--- src/rtl/clkcfg_pkg.sv ---
package clkcfg_pkg;
  localparam int unsigned BYTE_W = 8;

  typedef enum logic [3:0] {
    ST_IDLE,
    ST_DEV,
    ST_ACK_DEV,
    ST_REG,
    ST_ACK_REG,
    ST_WDAT,
    ST_ACK_WDAT,
    ST_RDAT,
    ST_RACK
  } bus_st_e;
endpackage

--- src/rtl/clkcfg_sync_edge.sv ---
module clkcfg_sync_edge #(
  parameter int unsigned STAGES = 2
) (
  input  logic clk,
  input  logic rst_n,
  input  logic d_i,
  output logic lvl_o,
  output logic rise_o,
  output logic fall_o
);
  // pipe[STAGES-1] is the synchronized level, pipe[STAGES] its previous value
  logic [STAGES:0] pipe_q;

  always_ff @(posedge clk or negedge rst_n) begin
    if (!rst_n) pipe_q <= '1;
    else        pipe_q <= {pipe_q[STAGES-1:0], d_i};
  end

  assign lvl_o  = pipe_q[STAGES-1];
  assign rise_o = pipe_q[STAGES-1] & ~pipe_q[STAGES];
  assign fall_o = ~pipe_q[STAGES-1] & pipe_q[STAGES];
endmodule

--- src/rtl/clkcfg_bus_fsm.sv ---
module clkcfg_bus_fsm
  import clkcfg_pkg::*;
#(
  parameter logic [6:0]  DEV_ADDR = 7'h58,
  parameter int unsigned NREGS    = 16,
  localparam int unsigned AW      = $clog2(NREGS)
) (
  input  logic              clk,
  input  logic              rst_n,
  input  logic              scl_lvl,
  input  logic              scl_rise,
  input  logic              scl_fall,
  input  logic              sda_lvl,
  input  logic              start_ev,
  input  logic              stop_ev,
  input  logic [BYTE_W-1:0] rd_data,
  output logic [AW-1:0]     ptr_o,
  output logic              wr_en_o,
  output logic [BYTE_W-1:0] wr_data_o,
  output logic              sda_pull_o
);
  bus_st_e           st, st_n;
  logic [3:0]        cnt, cnt_n;
  logic [BYTE_W-1:0] sh, sh_n;
  logic              rw, rw_n;
  logic [AW-1:0]     ptr, ptr_n;
  logic              pull, pull_n;
  logic              wr_en;
  logic              byte_done;

  assign byte_done = scl_fall && (cnt == 4'd8);

  always_comb begin
    st_n   = st;
    cnt_n  = cnt;
    sh_n   = sh;
    rw_n   = rw;
    ptr_n  = ptr;
    pull_n = pull;
    wr_en  = 1'b0;
    if (stop_ev) begin
      st_n   = ST_IDLE;
      pull_n = 1'b0;
    end else if (start_ev) begin
      st_n   = ST_DEV;
      cnt_n  = 4'd0;
      pull_n = 1'b0;
    end else begin
      case (st)
        ST_DEV, ST_REG, ST_WDAT: begin
          if (scl_rise) begin
            sh_n  = {sh[BYTE_W-2:0], sda_lvl};
            cnt_n = cnt + 4'd1;
          end else if (byte_done) begin
            cnt_n = 4'd0;
            if (st == ST_DEV) begin
              if (sh[7:1] == DEV_ADDR) begin
                rw_n   = sh[0];
                pull_n = 1'b1;
                st_n   = ST_ACK_DEV;
              end else begin
                st_n = ST_IDLE;
              end
            end else if (st == ST_REG) begin
              if (int'(sh) < int'(NREGS)) begin
                ptr_n  = sh[AW-1:0];
                pull_n = 1'b1;
                st_n   = ST_ACK_REG;
              end else begin
                st_n = ST_IDLE;
              end
            end else begin
              wr_en  = 1'b1;
              pull_n = 1'b1;
              st_n   = ST_ACK_WDAT;
            end
          end
        end
        ST_ACK_DEV: begin
          if (scl_fall) begin
            cnt_n = 4'd0;
            if (rw) begin
              sh_n   = rd_data;
              pull_n = ~rd_data[BYTE_W-1];
              st_n   = ST_RDAT;
            end else begin
              pull_n = 1'b0;
              st_n   = ST_REG;
            end
          end
        end
        ST_ACK_REG: begin
          if (scl_fall) begin
            pull_n = 1'b0;
            cnt_n  = 4'd0;
            st_n   = ST_WDAT;
          end
        end
        ST_ACK_WDAT: begin
          if (scl_fall) begin
            pull_n = 1'b0;
            st_n   = ST_IDLE;
          end
        end
        ST_RDAT: begin
          if (scl_rise) begin
            cnt_n = cnt + 4'd1;
          end else if (byte_done) begin
            pull_n = 1'b0;
            st_n   = ST_RACK;
          end else if (scl_fall) begin
            sh_n   = {sh[BYTE_W-2:0], 1'b1};
            pull_n = ~sh[BYTE_W-2];
          end
        end
        ST_RACK: begin
          if (scl_rise) st_n = ST_IDLE;
        end
        default: st_n = ST_IDLE;
      endcase
    end
  end

  always_ff @(posedge clk or negedge rst_n) begin
    if (!rst_n) begin
      st   <= ST_IDLE;
      cnt  <= 4'd0;
      sh   <= '0;
      rw   <= 1'b0;
      ptr  <= '0;
      pull <= 1'b0;
    end else begin
      st   <= st_n;
      cnt  <= cnt_n;
      sh   <= sh_n;
      rw   <= rw_n;
      ptr  <= ptr_n;
      pull <= pull_n;
    end
  end

  assign ptr_o      = ptr;
  assign wr_en_o    = wr_en;
  assign wr_data_o  = sh;
  assign sda_pull_o = pull;

  // the SDA pull only moves while SCL is low
  p_pull_scl_low_r2: assert property (@(posedge clk) disable iff (!rst_n)
    !$stable(pull) |-> !scl_lvl);

  // a START re-arms address reception and releases SDA
  p_start_rearms_r2: assert property (@(posedge clk) disable iff (!rst_n)
    (start_ev && !stop_ev) |=> (st == ST_DEV) && !pull);

  // an out-of-range index is refused
  p_bad_index_nack_r5: assert property (@(posedge clk) disable iff (!rst_n)
    (st == ST_REG && byte_done && int'(sh) >= int'(NREGS) && !start_ev && !stop_ev)
      |=> (st == ST_IDLE) && !pull);

  // a stored byte is acknowledged
  p_write_acked_r6: assert property (@(posedge clk) disable iff (!rst_n)
    wr_en |=> pull && (st == ST_ACK_WDAT));

  // a foreign address never leads to a pull
  p_foreign_idle_r4: assert property (@(posedge clk) disable iff (!rst_n)
    (st == ST_IDLE && !start_ev) |=> !pull);
endmodule

--- src/rtl/clkcfg_regbank.sv ---
module clkcfg_regbank
  import clkcfg_pkg::*;
#(
  parameter int unsigned NREGS  = 16,
  parameter int unsigned C_SEL0 = 10,
  parameter int unsigned C_SEL1 = 11,
  parameter int unsigned D_SEL0 = 12,
  parameter int unsigned D_SEL1 = 13,
  localparam int unsigned AW    = $clog2(NREGS)
) (
  input  logic                    clk,
  input  logic                    rst_n,
  input  logic                    wr_en,
  input  logic [AW-1:0]           addr,
  input  logic [BYTE_W-1:0]       wr_data,
  input  logic                    sel_i,
  output logic [BYTE_W-1:0]       rd_data,
  output logic [NREGS*BYTE_W-1:0] regs_o,
  output logic [BYTE_W-1:0]       path_c_o,
  output logic [BYTE_W-1:0]       path_d_o
);
  logic [BYTE_W-1:0] regs_q [NREGS];
  logic              sel_q;

  always_ff @(posedge clk or negedge rst_n) begin
    if (!rst_n) begin
      for (int i = 0; i < int'(NREGS); i++) regs_q[i] <= '0;
    end else if (wr_en) begin
      regs_q[addr] <= wr_data;
    end
  end

  always_ff @(posedge clk or negedge rst_n) begin
    if (!rst_n) sel_q <= 1'b0;
    else        sel_q <= sel_i;
  end

  generate
    for (genvar g = 0; g < int'(NREGS); g++) begin : g_flat
      assign regs_o[g*BYTE_W +: BYTE_W] = regs_q[g];
    end
  endgenerate

  assign rd_data  = regs_q[addr];
  assign path_c_o = sel_q ? regs_q[C_SEL1] : regs_q[C_SEL0];
  assign path_d_o = sel_q ? regs_q[D_SEL1] : regs_q[D_SEL0];

  // a write strobe lands in the addressed byte
  p_write_lands_r6: assert property (@(posedge clk) disable iff (!rst_n)
    wr_en |=> regs_q[$past(addr)] == $past(wr_data));

  // with no write and a steady select, resolved outputs hold
  p_path_hold_r8: assert property (@(posedge clk) disable iff (!rst_n)
    (!wr_en && $stable(sel_i)) |=> $stable(path_c_o) && $stable(path_d_o));
endmodule

--- src/rtl/clkcfg_i2c_regs.sv ---
module clkcfg_i2c_regs
  import clkcfg_pkg::*;
#(
  parameter logic [6:0]  DEV_ADDR    = 7'h58,
  parameter int unsigned NREGS       = 16,
  parameter int unsigned SYNC_STAGES = 2,
  localparam int unsigned AW         = $clog2(NREGS)
) (
  input  logic                    clk,
  input  logic                    rst_n,
  input  logic                    scl_i,
  input  logic                    sda_i,
  input  logic                    bank_sel_i,
  output logic                    sda_pull_o,
  output logic [NREGS*BYTE_W-1:0] regs_o,
  output logic [BYTE_W-1:0]       path_c_o,
  output logic [BYTE_W-1:0]       path_d_o
);
  logic scl_lvl, scl_rise, scl_fall;
  logic sda_lvl, sda_rise, sda_fall;
  logic start_ev, stop_ev;
  logic              wr_en;
  logic [AW-1:0]     ptr;
  logic [BYTE_W-1:0] wr_data, rd_data;

  clkcfg_sync_edge #(.STAGES(SYNC_STAGES)) u_scl (
    .clk(clk), .rst_n(rst_n), .d_i(scl_i),
    .lvl_o(scl_lvl), .rise_o(scl_rise), .fall_o(scl_fall));

  clkcfg_sync_edge #(.STAGES(SYNC_STAGES)) u_sda (
    .clk(clk), .rst_n(rst_n), .d_i(sda_i),
    .lvl_o(sda_lvl), .rise_o(sda_rise), .fall_o(sda_fall));

  assign start_ev = scl_lvl & sda_fall;
  assign stop_ev  = scl_lvl & sda_rise;

  clkcfg_bus_fsm #(.DEV_ADDR(DEV_ADDR), .NREGS(NREGS)) u_fsm (
    .clk(clk), .rst_n(rst_n),
    .scl_lvl(scl_lvl), .scl_rise(scl_rise), .scl_fall(scl_fall),
    .sda_lvl(sda_lvl), .start_ev(start_ev), .stop_ev(stop_ev),
    .rd_data(rd_data), .ptr_o(ptr), .wr_en_o(wr_en),
    .wr_data_o(wr_data), .sda_pull_o(sda_pull_o));

  clkcfg_regbank #(.NREGS(NREGS)) u_bank (
    .clk(clk), .rst_n(rst_n), .wr_en(wr_en), .addr(ptr),
    .wr_data(wr_data), .sel_i(bank_sel_i), .rd_data(rd_data),
    .regs_o(regs_o), .path_c_o(path_c_o), .path_d_o(path_d_o));
endmodule

--- config.mk ---
export PLATFORM = sky130hd
export DESIGN_NAME = clkcfg_i2c_regs
export DESIGN_NICKNAME = d
export VERILOG_FILES = /design/src/rtl/clkcfg_pkg.sv /design/src/rtl/clkcfg_sync_edge.sv /design/src/rtl/clkcfg_bus_fsm.sv /design/src/rtl/clkcfg_regbank.sv /design/src/rtl/clkcfg_i2c_regs.sv
export SDC_FILE = /design/constraint.sdc
export NUM_CORES = 1
export LEC_CHECK = 0
export CAP_MARGIN = 10
export CORE_ASPECT_RATIO = 0.9
export CORE_MARGIN = 3
export CORE_UTILIZATION = 45
export DETAILED_ROUTE_END_ITERATION = 8
export DONT_BUFFER_PORTS = 1
export GPL_TIMING_DRIVEN = 0
export HOLD_SLACK_MARGIN = 0.06
export PLACE_DENSITY_LB_ADDON = 0.08
export RECOVER_POWER = 100
export SLEW_MARGIN = 0
export SYNTH_ARGS = -nofsm -noshare
export SYNTH_HDL_FRONTEND = slang
export SYNTH_SLANG_ARGS = --single-unit
export TNS_END_PERCENT = 5
--- constraint.sdc ---
create_clock -name clk -period 2.9 [get_ports clk]
set_input_delay 0.58 -clock clk [delete_from_list [all_inputs] [get_ports clk]]
set_output_delay 0.58 -clock clk [all_outputs]
set_load 0.005 [all_outputs]
Word-level counts from Yosys, hierarchy flattened
Index checks and enable logic that the tools add are counted.

storage, ports and cells
  bits in registers = 157

cells by class
  $add $sub $neg = 1
  order comparisons = 3
  equal/unequal tests = 31
  muxes and demuxes = 58
  bitwise gates (word level) = 17
  reductions and logical operators = 14

operator list
  operator                                                                       number
  128-bit bitwise mux                                                            1
  8-bit 2-to-1 mux                                                               11
  4-bit 2-to-1 mux                                                               15
  8-bit binary-select mux with 4-bit select                                      1
  8-bit demux with 4-bit select                                                  1
  4-bit by 3-bit inequality test with 1-bit output (second input constant)       6
  4-bit case mux with 6 select lines                                             1
  8-bit case mux with 3 select lines                                             1
  1-bit 2-to-1 mux                                                               21
  9-bit AND reduction                                                            2
  4-bit by 3-bit equality test with 1-bit output (second input constant)         4
  8-bit AND reduction                                                            2
  4-bit inequality test (second input constant)                                  3
  4-bit case mux with 3 select lines                                             1
  1-bit inverter                                                                 10
  3-bit 2-to-1 mux                                                               3
  4-bit by 2-bit equality test with 1-bit output (second input constant)         2
  4-bit equality test (second input constant)                                    2
  8-bit by 5-bit less-than comparator with 1-bit output (second input constant)  1
  7-bit equality test (second input constant)                                    1
  7-bit AND reduction                                                            1
  1-bit bitwise AND                                                              6
  2-bit by 1-bit inequality test with 1-bit output (second input constant)       3
  2-bit inequality test (second input constant)                                  3
  other kinds (20)                                                               22

Longest topological paths before layout
  word-level depth = 10
  gate-level depth with buffers = 8
  depth with buffers taken out = 7

Cells and area by module
A second synthesis with hierarchy kept.

unflattened totals
  cells, all modules = 542
  area, all modules = 7,694.9 um2

modules (own cells, without submodules)
  module            times used  cells an instance  area each (um2)  seq. area each (um2)
  clkcfg_regbank    1           384                6,055.8          3,228.1
  clkcfg_bus_fsm    1           146                1,438.9          550.5
  clkcfg_sync_edge  2           5                  93.8             78.8
  clkcfg_i2c_regs   1           2                  12.5             0.0

Least setup slack after synthesis
Ideal clock, no wire load.

  path type = flip-flop to flip-flop
  start point = register u_fsm.cnt[0]
  end point = register u_fsm.sh[1] (netlist: u_fsm.wr_data_o[1])
  data arrival time = 2.136 ns
  path slack = 0.639 ns
  stages on the path, launching flop included = 8
  buffers on the path = 0
  cells stage by stage = dfrtp_1 inv_1 ha_1 and3b_1 o21ai_0 nand2_1 a2111oi_4 mux2_4

on the way
  word-level cells in the longest chain between the ends = 4

RTL lines
  element                          line                   source
  start: declaration               clkcfg_bus_fsm.sv:23   logic [3:0] cnt, cnt_n;
  start signal: assignment         clkcfg_bus_fsm.sv:134  cnt <= cnt_n;
  4-bit equality test              clkcfg_bus_fsm.sv:31   assign byte_done = scl_fall && (cnt == 4'd8);
  1-bit logical AND                clkcfg_bus_fsm.sv:31
  2-bit inequality test (no line)  --
  9-bit AND reduction (no line)    --
  end signal: assignment           clkcfg_bus_fsm.sv:135  sh <= sh_n;
  end: declaration                 clkcfg_bus_fsm.sv:24   logic [BYTE_W-1:0] sh, sh_n;

No other way between the ends.
A chain may end at the register's enable or synchronous reset.

Worst setup path after layout
  start point = register u_fsm.cnt[0]
  end point = register u_bank.regs_q, in the netlist u_bank.regs_o[20]

on the way
  word-level cells in the longest chain between the ends = 7

RTL lines
  element                         line                  source
  4-bit equality test             clkcfg_bus_fsm.sv:31
  1-bit logical AND               clkcfg_bus_fsm.sv:31
  1-bit 2-to-1 mux                clkcfg_bus_fsm.sv:54  end else if (byte_done) begin
  1-bit 2-to-1 mux                clkcfg_bus_fsm.sv:51  if (scl_rise) begin
  1-bit 2-to-1 mux                clkcfg_bus_fsm.sv:49  case (st)
  1-bit 2-to-1 mux                clkcfg_bus_fsm.sv:44  end else if (start_ev) begin
  1-bit 2-to-1 mux                clkcfg_bus_fsm.sv:41  if (stop_ev) begin
  end signal: indexed assignment  clkcfg_regbank.sv:29  regs_q[addr] <= wr_data;
  end: declaration                clkcfg_regbank.sv:22  logic [BYTE_W-1:0] regs_q [NREGS];

No other way between the ends.

==> results.tsv <==
stage	metric	value	unit
logic_synthesis	Synth Register Bits	157	
logic_synthesis	Mapped Nets	543	
global_route	first-pass GRT wire length	34.7	mm
cts	clock slew at reported path FFs	0.07	ns
sta	RSZ-0062 raised after global routing	true	
logic_synthesis	biggest area consumer among synthesized cells	dfrtp_1	
placed_design	I/O Buffers	0	
min_path	HP Class	in2async	
logic_synthesis	post-synth top area share	48.2	%
cts	Root Buffer	clkbuf_16	
critical_path	Startpoint Class	register	
drt	final antenna-violating net count	0	
finish	Area Overhead vs Synth	11.7	%
floorplan	initial core utilization	46.2	%
logic_synthesis	Distinct cells, synth	58	
floorplan	Die W	145	um
critical_path	Crit path arrival time	3.16	ns
logic_synthesis	Post-synth EDFFs	0	
sta	relative slew slack	33.1	%
placed_design	DP Worst Slack	-0.0835	ns
finish	Filler Cells Inserted	1453	
finish	Final #Nets	564	
global_route	total track usage	24.2	%
sta	Tightest Pin Transition	1.00	ns
finish	most frequent cells in the layout	dfrtp_1, mux2_2, clkbuf_1, mux4_2, clkbuf_16	
sta	Setup Total Neg Slack	0	ns
floorplan	Core ar.	0.0169	sq mm
global_route	vias in the first global route	5154	
drt	Pre-Repair DR Iteration Count	4	
run_status	status	complete, but fails checks	
sta	Fin. Hold Viols	151	
sta	worst hold margin	-0.141	ns
cts	number of H-tree levels	4	
sta	achievable frequency	349	MHz
drt	vias	4964	
drt	vias per cell	6.17	
logic_synthesis	Syn Area/Cell	14.6	sq um
critical_path	critical-path maximum fanout	8	
drt	Routed WL	22.8	mm
drt	drt wl/cell	28.4	um
placed_design	Placer Congestion	0.834	
logic_synthesis	Main synth FF type	dfrtp_1	
sta	min Tclk post-route	2.86	ns
logic_synthesis	Seq/Total Area, Yosys	50.3	%
placed_design	dpl hpwl	15.2	mm
global_route	initial antenna violation count	0	
floorplan	# rows	45	
logic_synthesis	Synth async-reset ratio	100	%
finish	Finished Cell Area	0.00875	sq mm
power_and_ir_drop	Leak Pwr	4.00	nW
logic_synthesis	Mapped Area	0.00783	sq mm
power_and_ir_drop	pwr dens	597	mW/mm^2
drt	Initial DRC Count	373	
logic_synthesis	Cells after Synth	536	
logic_synthesis	largest cells by area after synthesis	dfrtp_1, mux2_2, mux4_2, mux4_1, dfstp_2	
cts	TritonCTS clock tree	yes	
sta	max-slew violation count	0	
floorplan	IO Pins	150	
cts	Clock Path Buffers	2	
critical_path	CP endpoint kind	register	
cts	number of buffers created by CTS	17	
critical_path	class of the most critical setup path	reg2reg	
power_and_ir_drop	Worst VDD drop	391	uV
cts	# clock sinks	157	
drt	DRC Markers	0	
floorplan	die span in y	131	um
flow_run	max cap viols	0	
sta	Final Skew	0.0114	ns
cts	clk_lat worst skew	0.42	ns
global_route	pin count of the biggest net entering global routing	158	
sta	Final Setup Violations	0	
finish	ratio of cells with drive above 1 in the final layout	40.9	%
floorplan	total die area	0.0190	sq mm
global_route	gr ovfl total	0	
finish	commonest non-fill, non-tap cell in the layout	dfrtp_1	
logic_synthesis	Ys Warns	0	
placed_design	placed instance area	0.00813	sq mm
critical_path	WP data required	3.20	ns
sta	period utilization	98.7	%
finish	n_diodes	0	
run_status	violated checks	hold timing	
sta	fin worst setup slack	0.0371	ns
[cell type report]
cell class,count,area [sq um],share of cell area (%)
timing repair buffer,2,7.51,0.0858
tap,235,294,3.36
inverter,7,26.3,0.300
sequential,157,3940,45.0
multi-input combinational,333,3700,42.3
buffer,39,189,2.16
clock buffer,20,437,4.99
clock inverter,11,156,1.79
[path summary, 6_finish.rpt]
check,to,from,cells after the start,slack [ns]
max in group asynchronous,u_bank.regs_o[19],rst_n,0,2.66
min,u_bank.regs_o[7],rst_n,0,-0.14
min reg2reg,u_sda.pipe_q[1],u_sda.pipe_q[0],0,0.36
max reg2reg,u_bank.regs_o[20],u_fsm.cnt[0],7,0.04
min in group clk,u_sda.pipe_q[0],sda_i,0,0.16
max,u_bank.regs_o[20],u_fsm.cnt[0],7,0.04
[power by group]
part | switching [W] | internal, W | total, W
combinational | 0.000410 | 0.000207 | 0.000617
sequential | 0.0000587 | 0.00226 | 0.00232
clock | 0.000927 | 0.00137 | 0.00229
total | 0.00140 | 0.00383 | 0.00523
[metal layers]
metal / up-vias / track usage (%) / routed length, um
met5: - / 0 / 0
met4: 0 / 5.43 / 426
met3: 27 / 8.07 / 1900
met2: 180 / 38.7 / 11100
met1: 2681 / 32.5 / 9430
li1: 2076 / - / -
[state kept, by name (all words and copies together), names as in the netlist]
name              flops
u_fsm.ptr_o           4
u_fsm.wr_data_o       8
u_bank.sel_q          1
u_sda.pipe_q          3
u_fsm.st              4
u_fsm.rw              1
u_fsm.sda_pull_o      1
u_scl.pipe_q          3
u_bank.regs_o       128
u_fsm.cnt             4
[cell families (layout without fill, tap and decap cells)]
logic type,Yosys count,after routing,synth area share [%]
flops,157,157,50.3
buf+inv,46,79,2.62
simple gates,82,82,6.29
mux,207,207,36.5
compound gates,41,41,3.95
fa+ha+maj,2,2,0.319
xor+xnor,1,1,0.112
[stage by stage]
step / cells / power [W] / utilization (%)
floorplan: 536 / 0.00276 / -
global placement: 771 / 0.00295 / 48.0
detailed placement: 771 / 0.00296 / 48.0
CTS: 802 / 0.00525 / 51.5
global route: 804 / 0.00542 / 51.6
finish: 804 / 0.00523 / 51.6
[worst max-delay path, stage by stage (launching register included)]
cell	delay, ns
dfrtp_1	0.42
inv_1	0.07
ha_1	0.18
and3b_1	0.29
nand3_1	0.22
nor4b_4	0.32
nand3b_1	0.67
mux2_1	0.56
[repair_timing]
action                     4_1_cts  5_1_grt
pin swaps                        1        3
gates cloned                     0        0
setup endpoints to repair      104       58
gates resized for setup          5        3
hold endpoints to repair       157      157
setup buffers                    0        2
[synthesized netlist by cell type (3+ instances only)]
cell type	n
dfrtp_1	151
mux2_2	151
clkbuf_1	23
mux4_2	23
mux4_1	16
nand2_1	15
nor2_1	13
nor2_2	9
o21ai_0	9
a21oi_1	8
mux2_4	8
nor2b_1	8
buf_1	7
inv_1	7
nand3_1	7
dfstp_2	6
buf_2	5
mux2_1	5
nand2b_1	5
mux2i_1	4
a31oi_1	3
buf_6	3
nand3b_1	3
nand4b_1	3
nor4b_1	3
(Power assumes the default switching activity.)
